### src/rtl/dma_evt_pkg.sv
package dma_evt_pkg;
  localparam int REG_W      = 32;
  localparam int LANES      = REG_W / 8;
  localparam int IRQ_W      = 8;
  localparam int START_LSB  = 8;
  localparam int ABORT_LSB  = 16;
  localparam int BIT_FSTART = 7;
  localparam int BIT_FABORT = 6;
  localparam int BIT_PATEN  = 5;
  localparam int BIT_STEN   = 4;
  localparam int BIT_ABEN   = 3;

  typedef struct packed {
    logic startIrq;
    logic startForce;
    logic abortIrq;
    logic abortForce;
    logic patAbort;
  } evtReq_t;
endpackage

### src/rtl/dma_evt_dp.sv
module dma_evt_dp
  import dma_evt_pkg::*;
(
  input  logic                 clk,
  input  logic                 rstN,
  input  logic                 wrEn,
  input  logic [LANES-1:0]     byteEn,
  input  logic [REG_W-1:0]     wrData,
  output logic [REG_W-1:0]     rdData,
  input  logic                 irqValid,
  input  logic [IRQ_W-1:0]     irqNum,
  input  logic                 patMatch,
  output evtReq_t              evtReq
);
  logic [IRQ_W-1:0] selStart;
  logic [IRQ_W-1:0] selAbort;
  logic             patEn;
  logic             startEn;
  logic             abortEn;
  logic             ctlLaneWr;

  assign ctlLaneWr = wrEn && byteEn[0];

  always_ff @(posedge clk) begin
    if (!rstN) begin
      selStart <= '1;
      selAbort <= '1;
      patEn    <= 1'b0;
      startEn  <= 1'b0;
      abortEn  <= 1'b0;
    end else if (wrEn) begin
      if (byteEn[START_LSB/8]) selStart <= wrData[START_LSB +: IRQ_W];
      if (byteEn[ABORT_LSB/8]) selAbort <= wrData[ABORT_LSB +: IRQ_W];
      if (byteEn[0]) begin
        patEn   <= wrData[BIT_PATEN];
        startEn <= wrData[BIT_STEN];
        abortEn <= wrData[BIT_ABEN];
      end
    end
  end

  always_comb begin
    rdData                        = '0;
    rdData[START_LSB +: IRQ_W]    = selStart;
    rdData[ABORT_LSB +: IRQ_W]    = selAbort;
    rdData[BIT_PATEN]             = patEn;
    rdData[BIT_STEN]              = startEn;
    rdData[BIT_ABEN]              = abortEn;
  end

  always_comb begin
    evtReq.startIrq   = irqValid && startEn && (irqNum == selStart);
    evtReq.abortIrq   = irqValid && abortEn && (irqNum == selAbort);
    evtReq.startForce = ctlLaneWr && wrData[BIT_FSTART];
    evtReq.abortForce = ctlLaneWr && wrData[BIT_FABORT];
    evtReq.patAbort   = patEn && patMatch;
  end

  logic unusedBits;
  assign unusedBits = ^{wrData[REG_W-1:ABORT_LSB+IRQ_W], wrData[BIT_ABEN-1:0], byteEn[LANES-1]};
endmodule

### src/rtl/dma_evt_ctl.sv
module dma_evt_ctl
  import dma_evt_pkg::*;
(
  input  logic    clk,
  input  logic    rstN,
  input  evtReq_t evtReq,
  input  logic    chanEn,
  input  logic    chanBusy,
  output logic    startPulse,
  output logic    abortPulse,
  output logic    abortFlagSet,
  output logic    chanEnClr
);
  logic abortLive;
  logic abIrqHit;
  logic abForceHit;
  logic patHit;
  logic startHit;

  assign abortLive  = chanEn && chanBusy;
  assign abIrqHit   = abortLive && evtReq.abortIrq;
  assign abForceHit = abortLive && evtReq.abortForce;
  assign patHit     = abortLive && evtReq.patAbort;
  assign startHit   = chanEn && (evtReq.startIrq || evtReq.startForce);

  always_ff @(posedge clk) begin
    if (!rstN) begin
      startPulse   <= 1'b0;
      abortPulse   <= 1'b0;
      abortFlagSet <= 1'b0;
      chanEnClr    <= 1'b0;
    end else begin
      abortPulse   <= abIrqHit || abForceHit || patHit;
      startPulse   <= startHit && !(abIrqHit || abForceHit || patHit);
      abortFlagSet <= abIrqHit;
      chanEnClr    <= patHit;
    end
  end
endmodule

### src/rtl/dma_evt_ctrl.sv
module dma_evt_ctrl
  import dma_evt_pkg::*;
(
  input  logic              clk,
  input  logic              rstN,
  input  logic              regWrEn,
  input  logic [LANES-1:0]  regByteEn,
  input  logic [REG_W-1:0]  regWrData,
  output logic [REG_W-1:0]  regRdData,
  input  logic              irqValid,
  input  logic [IRQ_W-1:0]  irqNum,
  input  logic              patMatch,
  input  logic              chanEn,
  input  logic              chanBusy,
  output logic              startPulse,
  output logic              abortPulse,
  output logic              abortFlagSet,
  output logic              chanEnClr
);
  evtReq_t evtReq;

  dma_evt_dp u_dp (
    .clk      (clk),
    .rstN     (rstN),
    .wrEn     (regWrEn),
    .byteEn   (regByteEn),
    .wrData   (regWrData),
    .rdData   (regRdData),
    .irqValid (irqValid),
    .irqNum   (irqNum),
    .patMatch (patMatch),
    .evtReq   (evtReq)
  );

  dma_evt_ctl u_ctl (
    .clk          (clk),
    .rstN         (rstN),
    .evtReq       (evtReq),
    .chanEn       (chanEn),
    .chanBusy     (chanBusy),
    .startPulse   (startPulse),
    .abortPulse   (abortPulse),
    .abortFlagSet (abortFlagSet),
    .chanEnClr    (chanEnClr)
  );
endmodule

### config.mk
export PLATFORM = sky130hd
export DESIGN_NAME = dma_evt_ctrl
export DESIGN_NICKNAME = d
export VERILOG_FILES = /design/src/rtl/dma_evt_pkg.sv /design/src/rtl/dma_evt_dp.sv /design/src/rtl/dma_evt_ctl.sv /design/src/rtl/dma_evt_ctrl.sv
export SDC_FILE = /design/constraint.sdc
export NUM_CORES = 1
export LEC_CHECK = 0
export ABC_CLOCK_PERIOD_IN_PS = 2410
export BUFFER_PORTS_ARGS = -buffer_cell sky130_fd_sc_hd__buf_4
export CAP_MARGIN = 20
export CORE_UTILIZATION = 42
export DETAILED_ROUTE_END_ITERATION = 7
export GPL_TIMING_DRIVEN = 0
export PLACE_DENSITY = 0.84
export SETUP_SLACK_MARGIN = 0.1
export SLEW_MARGIN = 40
export SYNTH_ARGS = -nofsm -noshare
export SYNTH_HDL_FRONTEND = slang
export SYNTH_SLANG_ARGS = --single-unit
### constraint.sdc
create_clock -name clk -period 2.41 [get_ports clk]
set_input_delay 0.1205 -clock clk [delete_from_list [all_inputs] [get_ports clk]]
set_output_delay 0.1205 -clock clk [all_outputs]
set_load 0.01 [all_outputs]
Word-level counts from Yosys, hierarchy flattened
Cells that the tools add are included.
- $add $sub $neg: 0
- multipliers: 0
- divide/modulo/power cells: 0
- magnitude comparators: 0
- equality and inequality tests: 2
- shift-type cells: 0
- muxes and demuxes: 0
- bitwise logic cells: 0
- reductions and logical operators: 21
- operators by type and width (kind ; count):
    $eq 8x8->1 ; 2
    $logic_and 1x1->1 ; 14
    $reduce_and 2->1 ; 3
    $logic_or 1x1->1 ; 3
    $logic_not 1->1 ; 1
- flip-flop bits (word level): 23
- latch bits: 0
- memory bits (writable): 0
- ROM bits: 0
- input bits: 51
- output and inout port bits: 36
- logic and storage cells: 32
- memories: 0

Depth between registers and ports, before layout
Gate-level depths: netlist of run 1.
- word-level depth: 7
- gate-level depth with buffers: 4
- depth with buffers taken out: 4

Cells and area by module
Synthesis of run 1 repeated with hierarchy kept, for this count alone.
- cell total of the unflattened synthesis: 143
- area, all modules: 1154.9 sq um
- modules (own cells, without submodules) (module ; instances ; cells each ; area each (sq um) ; sequential area each (sq um)):
    dma_evt_dp ; 1 ; 130 ; 1029.7 ; 380.4
    dma_evt_ctl ; 1 ; 13 ; 125.1 ; 80.1

Worst setup path before layout of run 1
Ideal clock, no wire load.
- kind: flip-flop to flip-flop
- from: reg u_dp.selAbort[1]
- to: reg u_ctl.abortFlagSet
- setup time: 0.060 ns
- arrival: 1.121 ns
- data required time: 2.350 ns
- setup slack: 1.229 ns
- stages on the path, launching flop included: 5
- path buffers: 0
- period minus slack after synthesis: 1.181 ns
- cells stage by stage: dfxtp_1 > xnor2_1 > nand3_1 > nor4_2 > and2_1
- word-level cells in the longest chain between the ends: 3
- RTL lines (item ; RTL line ; RTL):
    start, declared ; dma_evt_dp.sv:16 ; logic [IRQ_W-1:0] selAbort;
    start signal, assigned ; dma_evt_dp.sv:33 ; if (byteEn[ABORT_LSB/8]) selAbort <= wrData[ABORT_LSB +: IRQ_W];
    $eq 8x8->1 ; dma_evt_dp.sv:53 ; evtReq.abortIrq = irqValid && abortEn && (irqNum == selAbort);
    $logic_and 1x1->1 ; dma_evt_dp.sv:53 ;
    $logic_and 1x1->1 ; dma_evt_ctl.sv:21 ; assign abIrqHit = abortLive && evtReq.abortIrq;
    end signal, assigned ; dma_evt_ctl.sv:35 ; abortFlagSet <= abIrqHit;
    end, declared ; dma_evt_ctl.sv:11 ; output logic abortFlagSet,
Every way passes these cells.
A chain may end at the register's enable or synchronous reset.

Worst setup path in the final report of run 1
- from: reg u_dp.selStart[2]
- to: reg u_ctl.startPulse
- word-level cells in the longest chain between the ends: 5
- RTL lines (item ; RTL line ; RTL):
    start, declared ; dma_evt_dp.sv:15 ; logic [IRQ_W-1:0] selStart;
    start signal, assigned ; dma_evt_dp.sv:32 ; if (byteEn[START_LSB/8]) selStart <= wrData[START_LSB +: IRQ_W];
    $eq 8x8->1 ; dma_evt_dp.sv:52 ; evtReq.startIrq = irqValid && startEn && (irqNum == selStart);
    $logic_and 1x1->1 ; dma_evt_dp.sv:52 ;
    $logic_or 1x1->1 ; dma_evt_ctl.sv:24 ; assign startHit = chanEn && (evtReq.startIrq || evtReq.startForce);
    $logic_and 1x1->1 ; dma_evt_ctl.sv:24 ;
    $logic_and 1x1->1 ; dma_evt_ctl.sv:34 ; startPulse <= startHit && !(abIrqHit || abForceHit || patHit);
    end signal, assigned ; dma_evt_ctl.sv:34 ;
    end, declared ; dma_evt_ctl.sv:9 ; output logic startPulse,
Every way passes these cells.

==> results of run 1 <==
metrics by stage:
| step | power [W] | instances |
|---|---|---|
| 6_report | 0.000796 | 249 |
| 2_1_floorplan | 0.000528 | 153 |
| 4_1_cts | 0.000801 | 248 |
| 3_3_place_gp | 0.000627 | 244 |
| 5_1_grt | 0.000848 | 249 |
| 3_5_place_dp | 0.000630 | 244 |
cell families after synthesis:
family,after synthesis,synth area share
flip-flops,23,0.408
AO/OA/AOI/OAI,6,0.0455
AND/OR/NAND/NOR,74,0.295
other,1,0.00333
buffers and inverters,21,0.123
XOR/XNOR,16,0.124
placed cells by master (no fill, tap or decap), drive strengths merged:
| cell type | n |
|---|---|
| nor2 | 2 |
| conb | 13 |
| a32oi | 1 |
| nand2 | 43 |
| nand3 | 18 |
| o21a | 1 |
| nor4 | 2 |
| dlygate4sd3 | 1 |
| and2 | 3 |
| nand4 | 5 |
| xor2 | 7 |
| clkbuf | 8 |
| nor3 | 1 |
| xnor2 | 9 |
| a21boi | 3 |
| dfxtp | 23 |
| inv | 1 |
| a211oi | 1 |
| buf | 77 |
power groups by stage:
stage          clock network (W)   logic, W  registers, W
5_1_grt                 0.000200   0.000223      0.000424
3_5_place_dp                   0   0.000200      0.000429
6_report                0.000174   0.000201      0.000421
2_1_floorplan                  0  0.0000932      0.000435
4_1_cts                 0.000179   0.000201      0.000421
3_3_place_gp                   0   0.000198      0.000429
per-layer routing:
metal,routed length (um),track usage,share of wire
met1,1130,0.210,0.42
met2,1280,0.358,0.47
met3,290,0.0508,0.11
met4,4,0.0789,0.0015
met5,0,0,0
cell usage after synthesis:
| library cell | instances | area (um2) |
|---|---|---|
| xnor2_1 | 9 | 78.8 |
| nor4_2 | 1 | 12.5 |
| nand2_1 | 43 | 161 |
| buf_4 | 16 | 120 |
| nand4_1 | 5 | 31.3 |
| xor2_1 | 7 | 61.3 |
| nor2_1 | 2 | 7.51 |
| a32oi_1 | 1 | 8.76 |
| dfxtp_1 | 23 | 460 |
| nor4_1 | 1 | 6.26 |
| inv_1 | 1 | 3.75 |
| nor3_1 | 1 | 5.00 |
| o21a_1 | 1 | 7.51 |
| and2_1 | 3 | 18.8 |
| conb_1 | 1 | 3.75 |
| a21boi_0 | 3 | 22.5 |
| a211oi_2 | 1 | 12.5 |
| clkbuf_1 | 4 | 15.0 |
| nand3_1 | 18 | 90.1 |
worst max-delay path by stage:
stage	start	endpoint	slack (ns)	cells after the start
3_3_place_gp	u_dp.selStart[2]	u_ctl.startPulse	1.11	4
5_1_grt	u_dp.selStart[2]	u_ctl.startPulse	0.96	4
2_1_floorplan	u_dp.selAbort[1]	u_ctl.abortFlagSet	1.23	4
6_report	u_dp.selStart[2]	u_ctl.startPulse	1.08	4
4_1_cts	u_dp.selStart[2]	u_ctl.startPulse	1.06	4
3_5_place_dp	u_dp.selStart[2]	u_ctl.startPulse	1.11	4
repair_timing:
item	in CTS	in global routing
buffers inserted	0	0
resized for setup	0	0
endpoints found under the hold margin	0	1
hold buffers	0	1
worst reg2reg max path, cell delays in order, from the launching register on:
cell and delay [ns]:
dfxtp_1 0.36, xor2_1 0.16, nor4_1 0.32, nand4_1 0.19, a211oi_2 0.23
area by class of cell:
cell class	instances	area, um2	area share
multi-input combinational	109	573	0.336
sequential	23	460	0.270
buffer	20	135	0.0793
tap	30	37.5	0.0220
timing repair buffer	62	468	0.275
clock buffer	4	26.3	0.0154
inverter	1	3.75	0.00220
==> flow_summary_export.csv, run 1 <==
group,metric,value,unit
global_route,grt_pass1_vias,1039,
layout,nets,271,
floorplan,core,0.00250,mm2
worst_setup_path,max_stage_delay,0.36,ns
yosys,syn_avg_cell_area,8.00,um2
yosys,yosys_warnings,0,
yosys,ys_ff_latch,23,
drt,drtAntennaViolNets,0,
hold_path,hold_path_end,"u_dp.selAbort[6]",
worst_setup_path,path_delay_family,"simple AND/OR/NAND/NOR gates",
clock_network,clkTransAtPathRegs,0.12,ns
global_route,grt_use_total,0.196,
job,cap_viol_max_count,0,
power_and_ir_drop,combPwrFrac,0.253,
layout,num_antenna_cells,0,
yosys,synthesis.area,0.00113,mm2
timing,fin_skew,0.000580,ns
placed_design,numPortBuffers,61,
worst_setup_path,end_kind,"flip-flop",
clock_network,cts_buffers,3,
worst_setup_path,crit_required,2.64,ns
clock_network,cts.sinks,23,
run_status,status,"complete, no violations",
placed_design,post-dp-hpwl,2170,um
timing,hold_violations,0,
layout,utilization,0.682,
layout,area_growth,51.2,%
hold_path,min_path_type,"in2reg",
global_route,antenna_found_initial,0,
floorplan,die_x,53.8,um
hold_path,hold_depth,3,
worst_setup_path,cp_cell_sequence,"xor2_1, nor4_1, nand4_1, a211oi_2",
timing,rsz0062_at_grt,"no",
power_and_ir_drop,p_seq_frac,0.529,
timing,fin_crit,1.33,ns
worst_setup_path,crit_fanout,3,
layout,largestRegisters,"u_dp.selAbort: 8 flops, u_dp.selStart: 8 flops",
placed_design,place_congestion,0.742,
power_and_ir_drop,p_sw_frac,0.270,
drt,firstDrtPassIters,4,
power_and_ir_drop,pwr-share-clk,0.218,
power_and_ir_drop,netSwitchingPower,0.000215,W
global_route,grt.overflow.total,0,
timing,hold_ws,0.0161,ns
drt,drc,0,
power_and_ir_drop,p_int,0.000581,W
global_route,grt_pass1_wl,4080,um
worst_setup_path,cp-start-kind,"flip-flop",
layout,fillerInstances,225,
timing,setup_viol,0,
power_and_ir_drop,ir_drop,352,uV
floorplan,io_pins,87,
timing,slew_viol_final,0,
hold_path,hold_start,"regWrData[22]",
floorplan,initial_core_util,0.451,
clock_network,htreeDepth,1,
drt,viasPerCell,4.53,
placed_design,pre_cts_ws,1.11,ns
clock_network,cts_tree,"done",
yosys,ys_types,19,
drt,dr_total_vias,1128,
worst_setup_path,timing.rr.start,"u_dp.selStart[2]",
floorplan,rows,18,
drt,wl_per_cell,10.9,um
timing,period_share,0.550,
yosys,synth_seq_area_share,0.408,
worst_setup_path,cp_num_buf_inv,0,
clock_network,cts-root-buf,"clkbuf_4",
layout,fin_area,0.00170,mm2
placed_design,placed_area,0.00167,mm2
floorplan,design.die.area,0.00290,mm2
floorplan,die_h,53.8,um
layout,drive_gt1_frac,0.374,
power_and_ir_drop,p_leak,0.848,nW
power_and_ir_drop,p_per_area,467,mW/mm2
drt,drtIter0Drc,17,
worst_setup_path,r2r_setup_slack,1.08,ns
drt,finalWirelength,2710,um
global_route,grt_max_degree,13,
clock_network,cts_max_path_buffers,2,
worst_setup_path,reg2reg_depth,4,
clock_network,insertion_delay,0.30,ns
worst_setup_path,r2r_end,"u_ctl.startPulse",
timing,finalSetupTns,0,ns
worst_setup_path,path_class,"reg2reg",
yosys,syn-instance-count,141,
timing,fmax,754,MHz
timing,fin_ws,1.08,ns
worst_setup_path,crit_path_top_delay_cell,"dfxtp_1",
worst_setup_path,cp_data_arrival_time,1.56,ns
No activity file was read; power rests on OpenSTA's default activity.
==> inputs of run 2 (changes only) <==
--- a/config.mk
+++ b/config.mk
@@ -5,13 +5,14 @@
 export SDC_FILE = /design/constraint.sdc
 export NUM_CORES = 1
 export LEC_CHECK = 0
-export ABC_CLOCK_PERIOD_IN_PS = 2410
+export ABC_AREA = 1
+export ABC_CLOCK_PERIOD_IN_PS = 1120
 export BUFFER_PORTS_ARGS = -buffer_cell sky130_fd_sc_hd__buf_4
 export CAP_MARGIN = 20
-export CORE_UTILIZATION = 42
+export CORE_UTILIZATION = 37
 export DETAILED_ROUTE_END_ITERATION = 7
 export GPL_TIMING_DRIVEN = 0
-export PLACE_DENSITY = 0.84
+export PLACE_DENSITY = 0.75
 export SETUP_SLACK_MARGIN = 0.1
 export SLEW_MARGIN = 40
 export SYNTH_ARGS = -nofsm -noshare
==> constraint.sdc (replaced) <==
create_clock -name clk -period 1.12 [get_ports clk]
set_input_delay 0.056 -clock clk [delete_from_list [all_inputs] [get_ports clk]]
set_output_delay 0.056 -clock clk [all_outputs]
set_load 0.01 [all_outputs]
==> run 2 against run 1 <==
The flow now finishes with violations (hold timing). Register-to-register slack lost 0.97 ns. Via count grew 24%. First-iteration DRC count grew to 2.8 times the previous value. Combinational power grew to 2.9 times the previous value. Clock skew is 0.0038 ns higher.
==> flow_summary_export.csv, run 2 <==
group,metric,value,unit
layout,num_antenna_cells,0,
layout,multiInputGateArea,688,um2
yosys,synthMostInstantiatedCell,"nand2_1",
placed_design,numPortBuffers,61,
floorplan,design.die.area,0.00376,mm2
timing,hold_violations,1,
placed_design,place_congestion,0.830,
hold_path,min_path_type,"in2reg",
floorplan,die_h,61.3,um
yosys,yosysTopAreaCell,"dfxtp_1",
clock_network,cts_tree,"done",
yosys,async_flop_share,0,
timing,setup_viol,0,
worst_setup_path,path_class,"reg2reg",
drt,drtAntennaViolNets,0,
drt,drtIter0Drc,47,
clock_network,htreeDepth,1,
placed_design,pre_cts_ws,0.0532,ns
floorplan,rows,21,
worst_setup_path,end_kind,"flip-flop",
worst_setup_path,cp_data_arrival_time,1.25,ns
clock_network,cts_buffers,3,
layout,drive_gt1_frac,0.447,
clock_network,clkTransAtPathRegs,0.13,ns
timing,fin_skew,0.00442,ns
layout,final_cell_mix,"77 x buf_4, 51 x nand2_1, 19 x dlygate4sd3_1, 18 x nor2_1, 16 x inv_1",
worst_setup_path,timing.rr.start,"u_dp.selAbort[0]",
layout,area_growth,66.2,%
worst_setup_path,crit_end,"u_ctl.startPulse",
power_and_ir_drop,p_leak,1.11,nW
worst_setup_path,cp-start-kind,"flip-flop",
drt,finalWirelength,3470,um
yosys,synth_seq_area_share,0.354,
drt,dr_total_vias,1400,
clock_network,cts-root-buf,"clkbuf_4",
worst_setup_path,reg2reg_depth,6,
drt,viasPerCell,4.24,
layout,fillerInstances,294,
worst_setup_path,setup.worst_path.start,"u_dp.selAbort[0]",
yosys,synthesis.area,0.00130,mm2
yosys,ys_ff_latch,23,
timing,fin_ws,0.117,ns
yosys,yosys-top-cells-count,"52 x nand2_1, 23 x dfxtp_1, 23 x inv_1",
worst_setup_path,crit_fanout,3,
worst_setup_path,r2r_end,"u_ctl.startPulse",
worst_setup_path,r2r_setup_slack,0.12,ns
placed_design,post-dp-hpwl,2570,um
yosys,yosys.area.top_type_share,0.354,
yosys,yosys_warnings,0,
global_route,grt_pass1_vias,1212,
yosys,synth_ff_type,"dfxtp_1",
layout,regArea,490,um2
drt,wl_per_cell,10.5,um
timing,period_share,0.896,
floorplan,io_pins,87,
global_route,grt_max_degree,14,
timing,finalSetupTns,0,ns
yosys,synth-edff-count,0,
clock_network,cts.sinks,23,
global_route,grt_pass1_wl,5010,um
yosys,ys_types,25,
timing,slew_viol_final,0,
layout,largestRegisters,"u_dp.selAbort: 8 flops, u_dp.selStart: 8 flops",
power_and_ir_drop,total_power,0.00191,W
yosys,syn-instance-count,187,
timing,fmax,997,MHz
yosys,synthTopCellsByArea,"dfxtp_1 35%, nand2_1 15%, buf_4 10%",
floorplan,initial_core_util,0.387,
job,cap_viol_max_count,0,
clock_network,insertion_delay,0.33,ns
clock_network,cts_max_path_buffers,2,
timing,hold_ws,-0.00500,ns
global_route,antenna_found_initial,0,
floorplan,core,0.00336,mm2
timing,rsz0062_at_grt,"yes",
layout,nets,336,
hold_path,hold_start,"regWrData[5]",
global_route,grt_use_total,0.184,
yosys,syn_avg_cell_area,6.97,um2
worst_setup_path,crit_required,1.37,ns
timing,fin_crit,1.00,ns
power_and_ir_drop,p_per_area,884,mW/mm2
global_route,grt.overflow.total,0,
floorplan,die_x,61.3,um
power_and_ir_drop,ir_drop,551,uV
layout,layout_commonest_cell,"buf_4",
drt,firstDrtPassIters,4,
run_status,violations,"hold timing",
drt,drc,0,
run_status,status,"complete, but fails checks",
==> run 2: changes by cell type after synthesis, moves of 5 or more <==
| cell | delta |
|---|---|
| inv_1 | +22 |
| nand2_1 | +9 |
| nand3_1 | -11 |
| nand4_1 | -5 |
| nor2_1 | +17 |
| o211ai_1 | +11 |
| o21ai_0 | +6 |
| xor2_1 | -7 |
==> run 2: layer usage <==
metal,share of wire,up-vias,GRT usage
li1,-,747,-
met1,0.43,602,0.218
met2,0.50,46,0.335
met3,0.053,5,0.0189
met4,0.016,0,0.0762
met5,0,-,0
==> run 2: worst min-delay path by stage <==
stage	endpoint	slack (ns)	cells past startpoint
finish	u_dp.patEn	-0.005	3
global route	u_ctl.startPulse	0.009	4
CTS	u_dp.patEn	0.007	3
detailed placement	u_dp.selAbort[0]	0.26	3
global placement	u_dp.selAbort[4]	0.26	3
floorplan	u_dp.selAbort[0]	0.17	2
==> run 2: cells by family (layout without fill, tap and decap cells) <==
family | after synthesis | in the layout | synth area share
other | 1 | 13 | 0.00288
buffers and inverters | 44 | 129 | 0.180
and+or+nand+nor | 89 | 89 | 0.293
xor gates and xnor gates | 7 | 7 | 0.0528
AOI/OAI and AO/OA | 23 | 23 | 0.118
DFF | 23 | 23 | 0.354
==> run 2: cell type report <==
| class | count | share of cell area |
|---|---|---|
| Clock buffer | 3 | 0.0104 |
| Timing Repair Buffer | 81 | 0.308 |
| Buffer | 20 | 0.0665 |
| Inverter | 24 | 0.0416 |
| Clock inverter | 1 | 0.00231 |
| Tap cell | 46 | 0.0266 |
| Multi-Input combinational cell | 132 | 0.318 |
| Sequential cell | 23 | 0.227 |
==> run 2: repair_timing <==
action	in CTS	in global routing
hold buffers	19	0
setup buffers	0	1
pin swaps	2	14
hold endpoints to repair	19	0
gates resized for setup	6	31
endpoints found under the setup margin	3	6
==> run 2: per-stage QoR <==
step	hold WS, ns	cell area, um2	instances	utilization
floorplan	0.169	1350	199	-
global placement	0.257	1860	306	0.554
detailed placement	0.261	1860	306	0.554
global route	0.00936	2160	330	0.644
finish	-0.00500	2160	330	0.644
CTS	0.00658	2100	329	0.623
==> run 2: worst max-delay path, cell delays in order (launching register included) <==
cell	delay, ns
dfxtp_4	0.38
xnor2_2	0.14
nand2_1	0.07
nor2_1	0.14
nand2_2	0.09
nand3_2	0.07
nor2_2	0.04
==> run 2: report_power, final <==
group	switching [W]	internal, W
clock	0.000275	0.000134
combinational	0.000255	0.000335
sequential	0.0000438	0.000871
total	0.000574	0.00134
